`src/rtl/txdma_pkg.sv`:
```
package txdma_pkg;
   localparam logic [1:0] SEL_HEAD = 2'd0;
   localparam logic [1:0] SEL_CPL  = 2'd1;
   localparam logic [1:0] SEL_EN   = 2'd2;
   localparam logic [1:0] SEL_SRST = 2'd3;

   localparam int MODE_SOP = 31;
   localparam int MODE_EOP = 30;
   localparam int MODE_OWN = 29;
   localparam int MODE_EOQ = 28;
   localparam int MODE_LENBITS = 11;

   typedef enum logic [2:0] {
      WS_IDLE,
      WS_RD_NXT,
      WS_RD_BUF,
      WS_RD_LEN,
      WS_RD_MODE,
      WS_CHK,
      WS_REQ,
      WS_WB
   } walk_state_t;
endpackage

```
`src/rtl/txd_regfile.sv`:
```
module txd_regfile
   import txdma_pkg::*;
#(
   parameter int AW = 32
) (
   input  logic          clk,
   input  logic          rst_n,
   input  logic          cfg_we,
   input  logic [1:0]    cfg_sel,
   input  logic [AW-1:0] cfg_wdata,
   output logic [AW-1:0] cpl_q,
   output logic          en_q,
   output logic          srst_q
);
   always_ff @(posedge clk or negedge rst_n) begin
      if (!rst_n) begin
         cpl_q  <= '0;
         en_q   <= 1'b0;
         srst_q <= 1'b0;
      end else if (srst_q) begin
         cpl_q  <= '0;
         en_q   <= 1'b0;
         srst_q <= 1'b0;
      end else if (cfg_we) begin
         case (cfg_sel)
            SEL_CPL:  cpl_q  <= cfg_wdata;
            SEL_EN:   en_q   <= cfg_wdata[0];
            SEL_SRST: srst_q <= cfg_wdata[0];
            default:  ;
         endcase
      end
   end

   // pending flag lasts one cycle and clears the registers behind it
   assert_selfclear_R10: assert property (@(posedge clk) disable iff (!rst_n)
      srst_q |=> !srst_q && cpl_q == '0 && !en_q);

   // completion value only moves on a write or a soft reset
   assert_cpl_hold_R8: assert property (@(posedge clk) disable iff (!rst_n)
      !cfg_we && !srst_q |=> $stable(cpl_q));
endmodule

```
`src/rtl/txd_walker.sv`:
```
module txd_walker
   import txdma_pkg::*;
#(
   parameter int AW            = 32,
   parameter int LENW          = 16,
   parameter bit LEN_FROM_MODE = 1'b0
) (
   input  logic            clk,
   input  logic            rst_n,
   input  logic            srst,
   input  logic            en,
   input  logic            head_we,
   input  logic [AW-1:0]   head_wdata,
   output logic [AW-1:0]   head_q,
   output logic            mem_req,
   output logic            mem_we,
   output logic [AW-1:0]   mem_addr,
   output logic [31:0]     mem_wdata,
   input  logic [31:0]     mem_rdata,
   output logic            buf_valid,
   input  logic            buf_ready,
   output logic [AW-1:0]   buf_addr,
   output logic [LENW-1:0] buf_len
);
   localparam logic [AW-1:0] OFS_BUF  = AW'(4);
   localparam logic [AW-1:0] OFS_LEN  = AW'(8);
   localparam logic [AW-1:0] OFS_MODE = AW'(12);

   walk_state_t     state_q;
   logic [AW-1:0]   nxt_q;
   logic [AW-1:0]   bufp_q;
   logic [LENW-1:0] len_q;
   logic [31:0]     mode_q;
   logic [AW-1:0]   ofs;
   logic            last_desc;

   assign last_desc = (nxt_q == '0);

   always_comb begin
      case (state_q)
         WS_RD_BUF:          ofs = OFS_BUF;
         WS_RD_LEN:          ofs = OFS_LEN;
         WS_RD_MODE, WS_WB:  ofs = OFS_MODE;
         default:            ofs = '0;
      endcase
   end

   assign mem_req   = (state_q == WS_RD_NXT) || (state_q == WS_RD_BUF) ||
                      (state_q == WS_RD_LEN) || (state_q == WS_RD_MODE) ||
                      (state_q == WS_WB);
   assign mem_we    = (state_q == WS_WB);
   assign mem_addr  = head_q + ofs;
   assign buf_valid = (state_q == WS_REQ);
   assign buf_addr  = bufp_q;

   always_comb begin
      mem_wdata           = mode_q;
      mem_wdata[MODE_OWN] = 1'b0;
      if (last_desc) mem_wdata[MODE_EOQ] = 1'b1;
   end

   generate
      if (LEN_FROM_MODE) begin : g_len_mode
         assign buf_len = LENW'(mode_q[MODE_LENBITS-1:0]);
      end else begin : g_len_word
         assign buf_len = len_q;
      end
   endgenerate

   always_ff @(posedge clk or negedge rst_n) begin
      if (!rst_n) begin
         state_q <= WS_IDLE;
         head_q  <= '0;
         nxt_q   <= '0;
         bufp_q  <= '0;
         len_q   <= '0;
         mode_q  <= '0;
      end else if (srst) begin
         state_q <= WS_IDLE;
         head_q  <= '0;
         nxt_q   <= '0;
         bufp_q  <= '0;
         len_q   <= '0;
         mode_q  <= '0;
      end else begin
         case (state_q)
            WS_IDLE: begin
               if (head_we)                  head_q  <= head_wdata;
               else if (en && head_q != '0)  state_q <= WS_RD_NXT;
            end
            WS_RD_NXT:  state_q <= WS_RD_BUF;
            WS_RD_BUF: begin
               nxt_q   <= mem_rdata[AW-1:0];
               state_q <= WS_RD_LEN;
            end
            WS_RD_LEN: begin
               bufp_q  <= mem_rdata[AW-1:0];
               state_q <= WS_RD_MODE;
            end
            WS_RD_MODE: begin
               len_q   <= mem_rdata[LENW-1:0];
               state_q <= WS_CHK;
            end
            WS_CHK: begin
               mode_q <= mem_rdata;
               if (mem_rdata[MODE_OWN]) begin
                  state_q <= WS_REQ;
               end else begin
                  head_q  <= '0;
                  state_q <= WS_IDLE;
               end
            end
            WS_REQ: if (buf_ready) state_q <= WS_WB;
            WS_WB: begin
               if (last_desc) begin
                  head_q  <= '0;
                  state_q <= WS_IDLE;
               end else begin
                  head_q  <= nxt_q;
                  state_q <= en ? WS_RD_NXT : WS_IDLE;
               end
            end
            default: state_q <= WS_IDLE;
         endcase
      end
   end

   // request fields hold while the consumer stalls
   assert_req_hold_R2: assert property (@(posedge clk) disable iff (!rst_n || srst)
      buf_valid && !buf_ready |=> buf_valid && $stable(buf_addr) && $stable(buf_len));

   // write-back follows an accepted request and hands ownership back
   assert_wb_after_accept_R4: assert property (@(posedge clk) disable iff (!rst_n || srst)
      mem_we |-> $past(buf_valid && buf_ready) && !mem_wdata[MODE_OWN]);

   // an end-of-queue write-back leaves the head register at zero
   assert_eoq_head_R6: assert property (@(posedge clk) disable iff (!rst_n || srst)
      mem_we && mem_wdata[MODE_EOQ] && nxt_q == '0 |=> head_q == '0);

   // a request is raised only for an owned descriptor
   assert_owned_only_R3: assert property (@(posedge clk) disable iff (!rst_n || srst)
      $rose(buf_valid) |-> mode_q[MODE_OWN]);

   // the request channel and the memory port are never active together
   assert_one_side_R1: assert property (@(posedge clk) disable iff (!rst_n || srst)
      buf_valid |-> !mem_req);
endmodule

```
`src/rtl/txdesc_dma.sv`:
```
module txdesc_dma
   import txdma_pkg::*;
#(
   parameter int AW            = 32,
   parameter int LENW          = 16,
   parameter bit LEN_FROM_MODE = 1'b0
) (
   input  logic            clk,
   input  logic            rst_n,
   input  logic            cfg_we,
   input  logic [1:0]      cfg_sel,
   input  logic [AW-1:0]   cfg_wdata,
   output logic [AW-1:0]   head_ptr,
   output logic [AW-1:0]   cpl_ptr,
   output logic            chan_en,
   output logic            srst_pend,
   output logic            mem_req,
   output logic            mem_we,
   output logic [AW-1:0]   mem_addr,
   output logic [31:0]     mem_wdata,
   input  logic [31:0]     mem_rdata,
   output logic            buf_valid,
   input  logic            buf_ready,
   output logic [AW-1:0]   buf_addr,
   output logic [LENW-1:0] buf_len
);
   generate
      if (AW < 8 || AW > 32) begin : g_bad_aw
         $error("txdesc_dma: AW must lie in 8..32");
      end
      if (LENW < MODE_LENBITS || LENW > 32) begin : g_bad_lenw
         $error("txdesc_dma: LENW must lie in 11..32");
      end
   endgenerate

   logic head_we;
   assign head_we = cfg_we && (cfg_sel == SEL_HEAD) && !srst_pend;

   txd_regfile #(.AW(AW)) u_regs (
      .clk       (clk),
      .rst_n     (rst_n),
      .cfg_we    (cfg_we),
      .cfg_sel   (cfg_sel),
      .cfg_wdata (cfg_wdata),
      .cpl_q     (cpl_ptr),
      .en_q      (chan_en),
      .srst_q    (srst_pend)
   );

   txd_walker #(.AW(AW), .LENW(LENW), .LEN_FROM_MODE(LEN_FROM_MODE)) u_walk (
      .clk        (clk),
      .rst_n      (rst_n),
      .srst       (srst_pend),
      .en         (chan_en),
      .head_we    (head_we),
      .head_wdata (cfg_wdata),
      .head_q     (head_ptr),
      .mem_req    (mem_req),
      .mem_we     (mem_we),
      .mem_addr   (mem_addr),
      .mem_wdata  (mem_wdata),
      .mem_rdata  (mem_rdata),
      .buf_valid  (buf_valid),
      .buf_ready  (buf_ready),
      .buf_addr   (buf_addr),
      .buf_len    (buf_len)
   );

   // soft reset leaves the engine quiet with a null head
   assert_srst_quiet_R10: assert property (@(posedge clk) disable iff (!rst_n)
      srst_pend |=> head_ptr == '0 && !buf_valid && !mem_req);

   // with the channel off, an idle engine does not touch memory
   assert_off_quiet_R9: assert property (@(posedge clk) disable iff (!rst_n || srst_pend)
      !chan_en && !mem_req && !buf_valid |=> !mem_req || mem_we);
endmodule

```
`config.mk`:
```
export PLATFORM = sky130hd
export DESIGN_NAME = txdesc_dma
export DESIGN_NICKNAME = d
export VERILOG_FILES = /design/src/rtl/txdma_pkg.sv /design/src/rtl/txd_regfile.sv /design/src/rtl/txd_walker.sv /design/src/rtl/txdesc_dma.sv
export SDC_FILE = /design/constraint.sdc
export NUM_CORES = 1
export LEC_CHECK = 0
export ABC_AREA = 1
export BUFFER_PORTS_ARGS = -buffer_cell sky130_fd_sc_hd__buf_2
export CORE_MARGIN = 3
export CORE_UTILIZATION = 45
export DETAILED_ROUTE_END_ITERATION = 8
export PLACE_DENSITY = 0.81
export SYNTH_ARGS = -nofsm -noshare
export SYNTH_HDL_FRONTEND = slang
export SYNTH_HIERARCHICAL = 1
export SYNTH_SLANG_ARGS = --single-unit
```
`constraint.sdc`:
```
create_clock -name clk -period 3.05 [get_ports clk]
set_clock_uncertainty 0.2 [all_clocks]
set_input_delay 0.1525 -clock clk [delete_from_list [all_inputs] [get_ports clk]]
set_output_delay 0.1525 -clock clk [all_outputs]
set_load 0.02 [all_outputs]
```
==> results.py, run 1 <==
metrics = {
    "route": {
        "dr.pass1.iters": 7,
        "dr.first_iter.drc_count": 784,
        "wl_um": 28700,
        "ant_nets": 0,
        "avgRoutedWirePerCell_um": 18.4,
        "drc": 0,
        "vias": 8284,
        "viasPerCell": 5.31,
    },
    "power": {
        "power_switching_share": 0.451,
        "comb_power_share": 0.459,
        "switching_power_mw": 5.33,
        "clkPwrFrac": 0.186,
        "p_int_mw": 6.49,
        "p_total_mw": 11.8,
        "power_density_nw_per_um2": 1010,
        "peakVddDrop_mv": 0.607,
        "pwr-share-seq": 0.354,
        "power_leakage_nw": 6.02,
    },
    "die": {
        "boundaryPins": 251,
        "die-area_um2": 22000,
        "num_rows": 51,
        "fp.dieH_um": 148,
        "initial_utilization": 0.464,
        "core_um2": 19700,
        "fp.dieW_um": 148,
    },
    "placed_design": {
        "portBuffers": 249,
        "postPlaceCellArea_um2": 10300,
        "routabilityCongestion": 0.956,
        "dpl.hpwl_um": 19800,
    },
    "synth": {
        "async_flop_share": 1.00,
        "synth_edf_count": 0,
        "synthTopCellsByArea": "dfrtp_1 (49%), nand2_1 (7.9%), nand3_1 (6.2%), inv_1 (4.7%), mux2_2 (4.2%)",
        "ys_seq_elements": 180,
        "netlist_area_um2": 9110,
        "synth_cells": 1007,
        "post_synth_fa_ha_maj_area_fraction": 0.00494,
        "synth_mux_area_frac": 0.0581,
        "seq_area_frac_synth": 0.494,
        "synth.largest_area_cell": "dfrtp_1",
        "yosys.area.top_type_share": 0.494,
        "synthFlopType": "dfrtp_1",
        "syn_nets": 1080,
        "synth-xor-area-share": 0.0240,
        "synth_top_family_by_area": "simple AND/OR/NAND/NOR gates",
        "synth_compound_area_frac": 0.0952,
        "syn_avg_cell_area_um2": 9.05,
        "synth_simple_gate_area_share": 0.213,
        "synth_warnings": 6,
        "synth.distinct_cells": 38,
    },
    "critical_path": {
        "cp_max_fo": 5,
        "startpoint_type": "flop",
        "path_class": "flop to primary output",
        "crit_arrival_ns": 2.61,
        "crit_required_ns": 2.70,
        "cp-end-kind": "primary output",
    },
    "clock_tree": {
        "cts.reportedPaths.clkPinSlew_ns": 0.07,
        "clk_latency_ns": 0.43,
        "cts_sinks": 180,
        "htreeDepth": 4,
        "cts_root_buffer": "clkbuf_16",
        "cts_tree": "yes",
        "clock_path_buffers": 2,
        "cts_buffers": 17,
    },
    "final_layout": {
        "syn2layout_area_growth_pct": 28.5,
        "nNetsFinal": 1354,
        "n_antenna_cell": 0,
        "final_area_um2": 11700,
        "drive_gt1_frac": 0.319,
    },
    "grt": {
        "antenna_found_initial": 0,
        "grt_pass1_wl_um": 45000,
        "grt_use_met3": 0.0509,
        "grt_pass1_vias": 8185,
        "grt-ovfl-total": 0,
        "met2_usage": 0.418,
        "track_usage": 0.259,
        "grt_max_degree": 91,
        "grt-busiest-layer": "met2",
        "met1_usage": 0.346,
    },
    "worst_hold_path": {
        "worst_hold_path_type": "input port to asynchronous set/reset pin",
    },
    "timing": {
        "setup_viol": 0,
        "finalCritPeriodShare": 0.971,
        "fin_crit_ns": 2.96,
        "whs_ns": 0.128,
        "worst_pin_slew_ns": 1.05,
        "slew_viol_final": 0,
        "fmax_ghz": 0.338,
        "hold_viol_final": 0,
        "max_slew_margin": 0.298,
    },
    "job": {
        "max_cap_violations": 0,
    },
    "status": {
        "outcome": "complete, no violations",
    },
}
synthesized netlist by cell type (all sizes together) (2+ instances only):
library cell / instances
a22oi: 32
a41oi: 2
buf: 71
clkbuf: 13
dfrtp: 180
ha: 2
inv: 124
mux2: 47
nand2: 194
nand3: 115
nand4: 16
nor2: 94
nor3: 12
nor4: 2
o21ai: 40
o22ai: 32
xor2: 25
critical path: stages, from the launching register on:
cell     delay (ns)
dfrtp_2        0.42
inv_2          0.14
nor2_4         0.06
inv_1          0.10
nand3_2        0.11
ha_4           0.19
fa_2           0.39
inv_2          0.11
nor2_2         0.04
nand2_1        0.10
nor2_2         0.07
nand2_2        0.11
xor2_1         0.15
buf_2          0.18
flip-flops by register name (all words and copies together), names as in the netlist:
signal,flops
u_walk/head_q,32
u_regs/en_q,1
u_regs/srst_q,1
u_walk/state_q,3
u_walk/nxt_q,32
u_regs/cpl_q,32
u_walk/mode_q,31
u_walk/buf_len,16
u_walk/buf_addr,32
final timing paths:
check / start / end / cells after the start / slack, ns
setup / recovery: u_walk/state_q[2] / mem_addr[20] / 13 / 0.09
hold / removal: rst_n / u_walk/mode_q[21] / 2 / 0.13
setup reg to reg: u_regs/srst_q / u_regs/srst_q / 6 / 0.47
hold reg to reg: u_walk/buf_len[13] / u_walk/buf_len[13] / 1 / 0.28
max in group asynchronous: rst_n / u_walk/head_q[16] / 3 / 1.70
min in group clk: u_walk/buf_len[13] / u_walk/buf_len[13] / 1 / 0.28
per-layer routing:
layer  share of wire  wire length (µm)
met4           0.035              1010
met5               0                 0
met1            0.42             12100
met2            0.48             13700
met3           0.067              1920
cell type report:
cell class / count / area (µm²)
Clock buffer: 17 / 425
Multi-Input combinational cell: 619 / 3690
Inverter: 124 / 468
Clock inverter: 15 / 161
Sequential cell: 180 / 4510
Tap cell: 265 / 332
Timing Repair Buffer: 339 / 2130
Fill cell: 1679 / 7940
cell usage in the layout (no fill, tap or decap), types with 6 or more instances in the layout:
cell,n
nand2_2,6
nor3_1,8
o21ai_0,36
buf_2,246
clkbuf_16,17
o22ai_2,30
mux2_1,13
inv_2,10
xor2_1,25
dfrtp_1,178
nand3_1,110
nor2_1,83
nand4_1,15
mux2_2,34
dlygate4sd3_1,71
nor2_2,6
buf_4,20
a22oi_1,32
nand2_1,187
inv_1,113
per-stage QoR:
stage               setup WS, ns  std cells   TNS [ns]  utilization
finish                    0.0892       1559          0        0.596
global route           -0.000723       1559  -0.000723        0.596
CTS                      0.00239       1553          0        0.590
detailed placement         0.179       1449          0        0.522
global placement           0.268       1449          0        0.522
floorplan                  0.252       1007          0            -
kinds of logic (layout without fill, tap and decap cells):
group	after synthesis	count (layout)
AO/OA/AOI/OAI	107	107
XOR/XNOR	25	25
adder cells (fa/ha/maj)	3	3
buffers and inverters	208	495
flip-flops	180	180
multiplexers	47	47
other	1	1
AND/OR/NAND/NOR	436	436
power by group through the flow:
stage               Clock (mW)  Sequential, mW  Combinational [mW]
finish                    2.20            4.19                5.43
global route              2.33            4.31                5.86
CTS                       2.24            4.16                5.29
detailed placement           0            4.19                5.18
global placement             0            4.15                5.06
floorplan                    0            4.61                3.25
timing repair:
item	CTS	global route
buffers inserted	1	6
gates resized for setup	10	18
hold endpoints to repair	222	0
endpoints found under the setup margin	20	16
pin swaps	0	6
hold buffers	71	0
Note: power is estimated with default switching activity, not from simulation.
==> inputs of run 2 (changes only) <==
--- a/config.mk
+++ b/config.mk
@@ -6,11 +6,11 @@
 export NUM_CORES = 1
 export LEC_CHECK = 0
 export ABC_AREA = 1
-export BUFFER_PORTS_ARGS = -buffer_cell sky130_fd_sc_hd__buf_2
 export CORE_MARGIN = 3
 export CORE_UTILIZATION = 45
 export DETAILED_ROUTE_END_ITERATION = 8
-export PLACE_DENSITY = 0.81
+export DONT_BUFFER_PORTS = 1
+export PLACE_DENSITY = 0.71
 export SYNTH_ARGS = -nofsm -noshare
 export SYNTH_HDL_FRONTEND = slang
 export SYNTH_HIERARCHICAL = 1
==> run 2 against run 1 <==
Clock power is 5% lower; largest cell class unchanged; count of clock-buffer cells in the layout is 4 higher; non-clock buffer count is 208 lower; sequential share of layout area is 3.4 points higher; worst setup slack better by 0.014 ns; final cell count is 13% lower; critical path depth stayed put; via count is 10% lower; the run now ends with hold timing left; die area stayed put; combinational power is 35% lower; hold slack worse by 0.89 ns; register-to-register slack hardly changed.
==> results.py, run 2 (synthesized netlist as in run 1, its figures left out) <==
metrics = {
    "status": {
        "outcome": "complete, but fails checks",
        "violations": "hold timing",
    },
    "die": {
        "fp.dieW_um": 148,
        "fp.dieH_um": 148,
        "num_rows": 51,
        "initial_utilization": 0.464,
        "die-area_um2": 22000,
        "core_um2": 19700,
        "boundaryPins": 251,
    },
    "placed_design": {
        "routabilityCongestion": 0.981,
        "dpl.hpwl_um": 18700,
        "portBuffers": 0,
        "dp_cells": 1221,
        "postPlaceCellArea_um2": 9160,
    },
    "route": {
        "ant_nets": 0,
        "vias": 7453,
        "viasPerCell": 5.52,
        "wl_um": 27400,
        "dr.first_iter.drc_count": 637,
        "drc": 0,
        "avgRoutedWirePerCell_um": 20.3,
        "dr.pass1.iters": 6,
    },
    "worst_hold_path": {
        "worst_hold_path_type": "input port to asynchronous set/reset pin",
    },
    "critical_path": {
        "crit_buf_inv": 3,
        "cp_max_fo": 5,
        "cp-endpoint": "mem_addr[20]",
        "crit_family": "simple AND/OR/NAND/NOR gates",
        "cp-end-kind": "primary output",
        "crit_chain": "inv_2, nor2_4, nand2_2, nand3_2, ha_4, fa_2, inv_4, nor2_2, nand2_1, nor2_2, nand2_2, xor2_1, buf_4",
        "startpoint_type": "flop",
        "crit_required_ns": 2.70,
        "startpoint": "u_walk/state_q[1]",
        "reg2reg_slack_ns": 0.46,
        "crit_arrival_ns": 2.59,
        "r2r-start": "u_regs/srst_q",
        "critical_path.max_stage_delay_ns": 0.42,
        "cp.depth": 13,
        "path_class": "flop to primary output",
        "r2r_cells": 5,
        "r2r_end": "u_regs/cpl_q[16]",
        "cpMaxStageDelayCell": "dfrtp_1",
    },
    "timing": {
        "worst_pin_slew_ns": 0.823,
        "whs_ns": -0.766,
        "fmax_ghz": 0.339,
        "fin_crit_ns": 2.95,
        "hold_viol_final": 180,
        "finalCritPeriodShare": 0.966,
        "max_slew_margin": 0.446,
        "slew_viol_final": 0,
        "setup_viol": 0,
    },
    "clock_tree": {
        "cts_root_buffer": "clkbuf_16",
        "clock_path_buffers": 2,
        "cts_buffers": 17,
        "cts.reportedPaths.clkPinSlew_ns": 0.07,
        "cts_hold_buf": 95,
        "htreeDepth": 4,
        "cts_sinks": 180,
        "clk_latency_ns": 0.42,
        "cts_tree": "yes",
    },
    "power": {
        "switching_power_mw": 4.92,
        "comb_power_share": 0.323,
        "peakVddDrop_mv": 0.544,
        "pwr-share-seq": 0.485,
        "power_leakage_nw": 5.04,
        "p_int_mw": 5.99,
        "clkPwrFrac": 0.192,
        "power_density_nw_per_um2": 1010,
        "p_total_mw": 10.9,
        "power_switching_share": 0.451,
    },
    "final_layout": {
        "syn2layout_area_growth_pct": 18.1,
        "drive_gt1_frac": 0.162,
        "final_core_util": 0.548,
        "layout_commonest_cell": "nand2_1",
        "final_cell_mix": "nand2_1 (187), dfrtp_1 (177), inv_1 (113)",
        "nNetsFinal": 1146,
        "instances_no_fill": 1351,
        "final_area_um2": 10800,
    },
    "grt": {
        "track_usage": 0.245,
        "antenna_found_initial": 1,
        "grt_max_degree": 181,
        "grt_pass1_wl_um": 42300,
        "grt-ovfl-total": 0,
        "grt_pass1_vias": 7443,
    },
    "job": {
        "max_cap_violations": 0,
    },
}
run 2: changes by cell type in the layout (fill, tap and decap cells not counted), moves of 4 or more:
cell | previous run | this run
buf_2 | 246 | 0
inv_8 | 4 | 0
dlygate4sd3_1 | 71 | 95
buf_4 | 20 | 36
run 2: worst register-to-register path, cell delays in order, from the launching register on:
cell           delay [ns]
dfrtp_2              0.56
inv_2                0.55
buf_4                0.37
nand3_1              0.14
dlygate4sd3_1        0.65
nand2_1              0.07
run 2: metal layers:
layer | vias to the layer above | wire length (µm) | part of all wire | GRT usage
met4 | 2 | 789 | 0.029 | 0.0873
met3 | 59 | 2600 | 0.095 | 0.0810
met5 | - | 13 | 0.00047 | 0
li1 | 3384 | - | - | -
met1 | 3618 | 11000 | 0.40 | 0.314
met2 | 390 | 13000 | 0.48 | 0.393
run 2: how the worst min path moves through the flow:
stage / startpoint / endpoint / slack (ns) / cells after the start
after global placement: rst_n / u_regs/cpl_q[26] / -0.34 / 0
final: rst_n / u_regs/cpl_q[26] / -0.77 / 0
after global routing: rst_n / u_regs/cpl_q[26] / -0.80 / 0
after floorplan: rst_n / u_regs/cpl_q[0] / -0.34 / 0
after detailed placement: rst_n / u_walk/head_q[23] / -0.34 / 0
after CTS: rst_n / u_walk/head_q[26] / -0.79 / 0
run 2: cell type report:
cell class	instances	area, µm²
flip-flops and latches	180	4510
clock buffers	21	460
well taps	265	332
fillers	1701	8890
diodes	1	2.50
clock inverters	10	98.8
inverters	124	473
multi-input cells	619	3670
repair buffers	131	1220
run 2: power by group through the flow:
stage	Clock, mW	Combinational, mW	Sequential [mW]
2_1_floorplan	0	3.25	4.61
3_3_place_gp	0	3.21	5.30
3_5_place_dp	0	3.31	5.31
4_1_cts	2.14	3.43	5.29
5_1_grt	2.26	3.87	5.44
6_report	2.09	3.52	5.29
run 2: timing repair:
action	in CTS	in global routing
cloned	0	0
buffers inserted	0	3
setup endpoints to repair	19	12
gates resized for setup	9	13
pin swaps	0	3
endpoints found under the hold margin	359	180
run 2: metrics by stage:
step / setup WS, ns / setup TNS, ns
floorplan: 0.252 / 0
global placement: 0.315 / 0
detailed placement: 0.180 / 0
CTS: 0.00600 / 0
global route: -0.0221 / -0.0438
finish: 0.104 / 0
==> inputs of run 3 (changes only) <==
--- a/config.mk
+++ b/config.mk
@@ -8,6 +8,7 @@
 export ABC_AREA = 1
 export CORE_MARGIN = 3
 export CORE_UTILIZATION = 45
+export CTS_BUF_LIST = sky130_fd_sc_hd__clkbuf_8 sky130_fd_sc_hd__clkbuf_16
 export DETAILED_ROUTE_END_ITERATION = 8
 export DONT_BUFFER_PORTS = 1
 export PLACE_DENSITY = 0.71
==> run 3 against run 2 <==
The run still ends with hold timing left; global-route usage unchanged; die area unchanged; register-to-register slack about the same.
==> results.py, run 3 (synthesized netlist as in run 1, its figures left out) <==
metrics = {
    "status": {
        "outcome": "complete, but fails checks",
        "violations": "hold timing",
    },
    "clock_tree": {
        "cts_buffers": 17,
        "htreeDepth": 4,
        "clk_latency_ns": 0.42,
        "cts_root_buffer": "clkbuf_16",
        "cts_hold_buf": 95,
        "clock_path_buffers": 2,
        "cts_tree": "yes",
        "cts.reportedPaths.clkPinSlew_ns": 0.06,
        "cts_sinks": 180,
    },
    "timing": {
        "fmax_ghz": 0.339,
        "setup_viol": 0,
        "hold_viol_final": 180,
        "finalCritPeriodShare": 0.967,
        "max_slew_margin": 0.444,
        "fin_crit_ns": 2.95,
        "worst_pin_slew_ns": 0.825,
        "slew_viol_final": 0,
        "whs_ns": -0.765,
    },
    "job": {
        "max_cap_violations": 0,
    },
    "placed_design": {
        "dpl.hpwl_um": 18700,
        "dp_cells": 1221,
        "routabilityCongestion": 0.981,
        "portBuffers": 0,
    },
    "die": {
        "die-area_um2": 22000,
        "core_um2": 19700,
        "boundaryPins": 251,
        "num_rows": 51,
        "initial_utilization": 0.464,
        "fp.dieH_um": 148,
        "fp.dieW_um": 148,
    },
    "power": {
        "peakVddDrop_mv": 0.544,
        "power_density_nw_per_um2": 1010,
        "pwr-share-seq": 0.486,
        "clkPwrFrac": 0.191,
        "p_int_mw": 5.98,
        "power_leakage_nw": 5.04,
        "comb_power_share": 0.323,
        "switching_power_mw": 4.93,
        "power_switching_share": 0.452,
    },
    "grt": {
        "track_usage": 0.245,
        "grt_pass1_vias": 7443,
        "antenna_found_initial": 1,
        "grt_max_degree": 181,
        "grt_pass1_wl_um": 42300,
        "grt-ovfl-total": 0,
    },
    "route": {
        "dr.pass1.iters": 7,
        "drc": 0,
        "dr.first_iter.drc_count": 679,
        "wl_um": 27400,
        "avgRoutedWirePerCell_um": 20.3,
        "vias": 7476,
        "viasPerCell": 5.53,
        "ant_nets": 0,
    },
    "critical_path": {
        "startpoint_type": "flop",
        "cp_max_fo": 5,
        "path_class": "flop to primary output",
        "cp-end-kind": "primary output",
        "crit_arrival_ns": 2.60,
        "crit_required_ns": 2.70,
    },
    "final_layout": {
        "layout_commonest_cell": "nand2_1",
        "drive_gt1_frac": 0.162,
        "nNetsFinal": 1146,
        "fill_cells": 1701,
        "final_cell_mix": "nand2_1 (187), dfrtp_1 (177), inv_1 (115)",
        "instances_no_fill": 1351,
        "syn2layout_area_growth_pct": 18.1,
    },
    "worst_hold_path": {
        "worst_hold_path_type": "input port to asynchronous set/reset pin",
    },
}
[run 3: worst max-delay path, cell delays in order (launching register included)]
cell	delay [ns]
dfrtp_1	0.42
inv_2	0.12
nor2_4	0.05
nand2_2	0.12
nand3_2	0.13
ha_4	0.19
fa_2	0.41
inv_4	0.10
nor2_2	0.05
nand2_1	0.10
nor2_2	0.07
nand2_2	0.11
xor2_1	0.15
buf_4	0.15
[run 3: path summary, 6_finish.rpt]
path	slack (ns)	cells after the start	endpoint	startpoint
worst min-delay path	-0.77	0	u_regs/cpl_q[26]	rst_n
worst max register to register	0.46	5	u_regs/cpl_q[16]	u_regs/srst_q
min in group clk	0.05	4	u_regs/cpl_q[2]	cfg_sel[0]
worst min register to register	0.34	2	u_walk/mode_q[28]	u_walk/mode_q[28]
worst max-delay path	0.10	13	mem_addr[20]	u_walk/state_q[1]
max in group asynchronous	3.14	0	u_walk/buf_addr[9]	rst_n
[run 3: timing repair]
action | 4_1_cts | 5_1_grt
resized for setup | 9 | 13
endpoints found under the hold margin | 359 | 180
pin swaps | 0 | 3
setup endpoints to repair | 19 | 12
buffers inserted | 0 | 3
[run 3: final cells by class]
class	count	area, µm²	share of cell area
sequential	180	4510	0.419
clock buffer	19	453	0.0421
timing repair buffer	131	1220	0.113
antenna	1	2.50	0.000233
clock inverter	12	106	0.00988
multi-input combinational	619	3670	0.341
inverter	124	473	0.0439
tap	265	332	0.0308
[run 3: power groups by stage]
| stage | clock network (mW) | logic (mW) | registers [mW] |
|---|---|---|---|
| 2_1_floorplan | 0 | 3.25 | 4.61 |
| 3_3_place_gp | 0 | 3.21 | 5.30 |
| 3_5_place_dp | 0 | 3.31 | 5.31 |
| 4_1_cts | 2.14 | 3.43 | 5.29 |
| 5_1_grt | 2.25 | 3.87 | 5.44 |
| 6_report | 2.08 | 3.53 | 5.30 |
[run 3: per-layer routing]
metal,vias to the layer above,share of wire,global-route usage
met5,-,0.00047,0
met4,2,0.029,0.0873
met3,62,0.10,0.0810
met2,417,0.47,0.393
met1,3607,0.40,0.314
li1,3388,-,-
[run 3: per-stage QoR]
stage           util  total power, mW  TNS, ns  setup slack, ns  cell area [µm²]
2_1_floorplan      -             7.87        0            0.252             9110
3_3_place_gp   0.466             8.50        0            0.315             9160
3_5_place_dp   0.466             8.62        0            0.180             9160
4_1_cts        0.544             10.9        0          0.00600            10700
5_1_grt        0.547             11.6  -0.0438          -0.0221            10800
6_report       0.548             10.9        0            0.100            10800
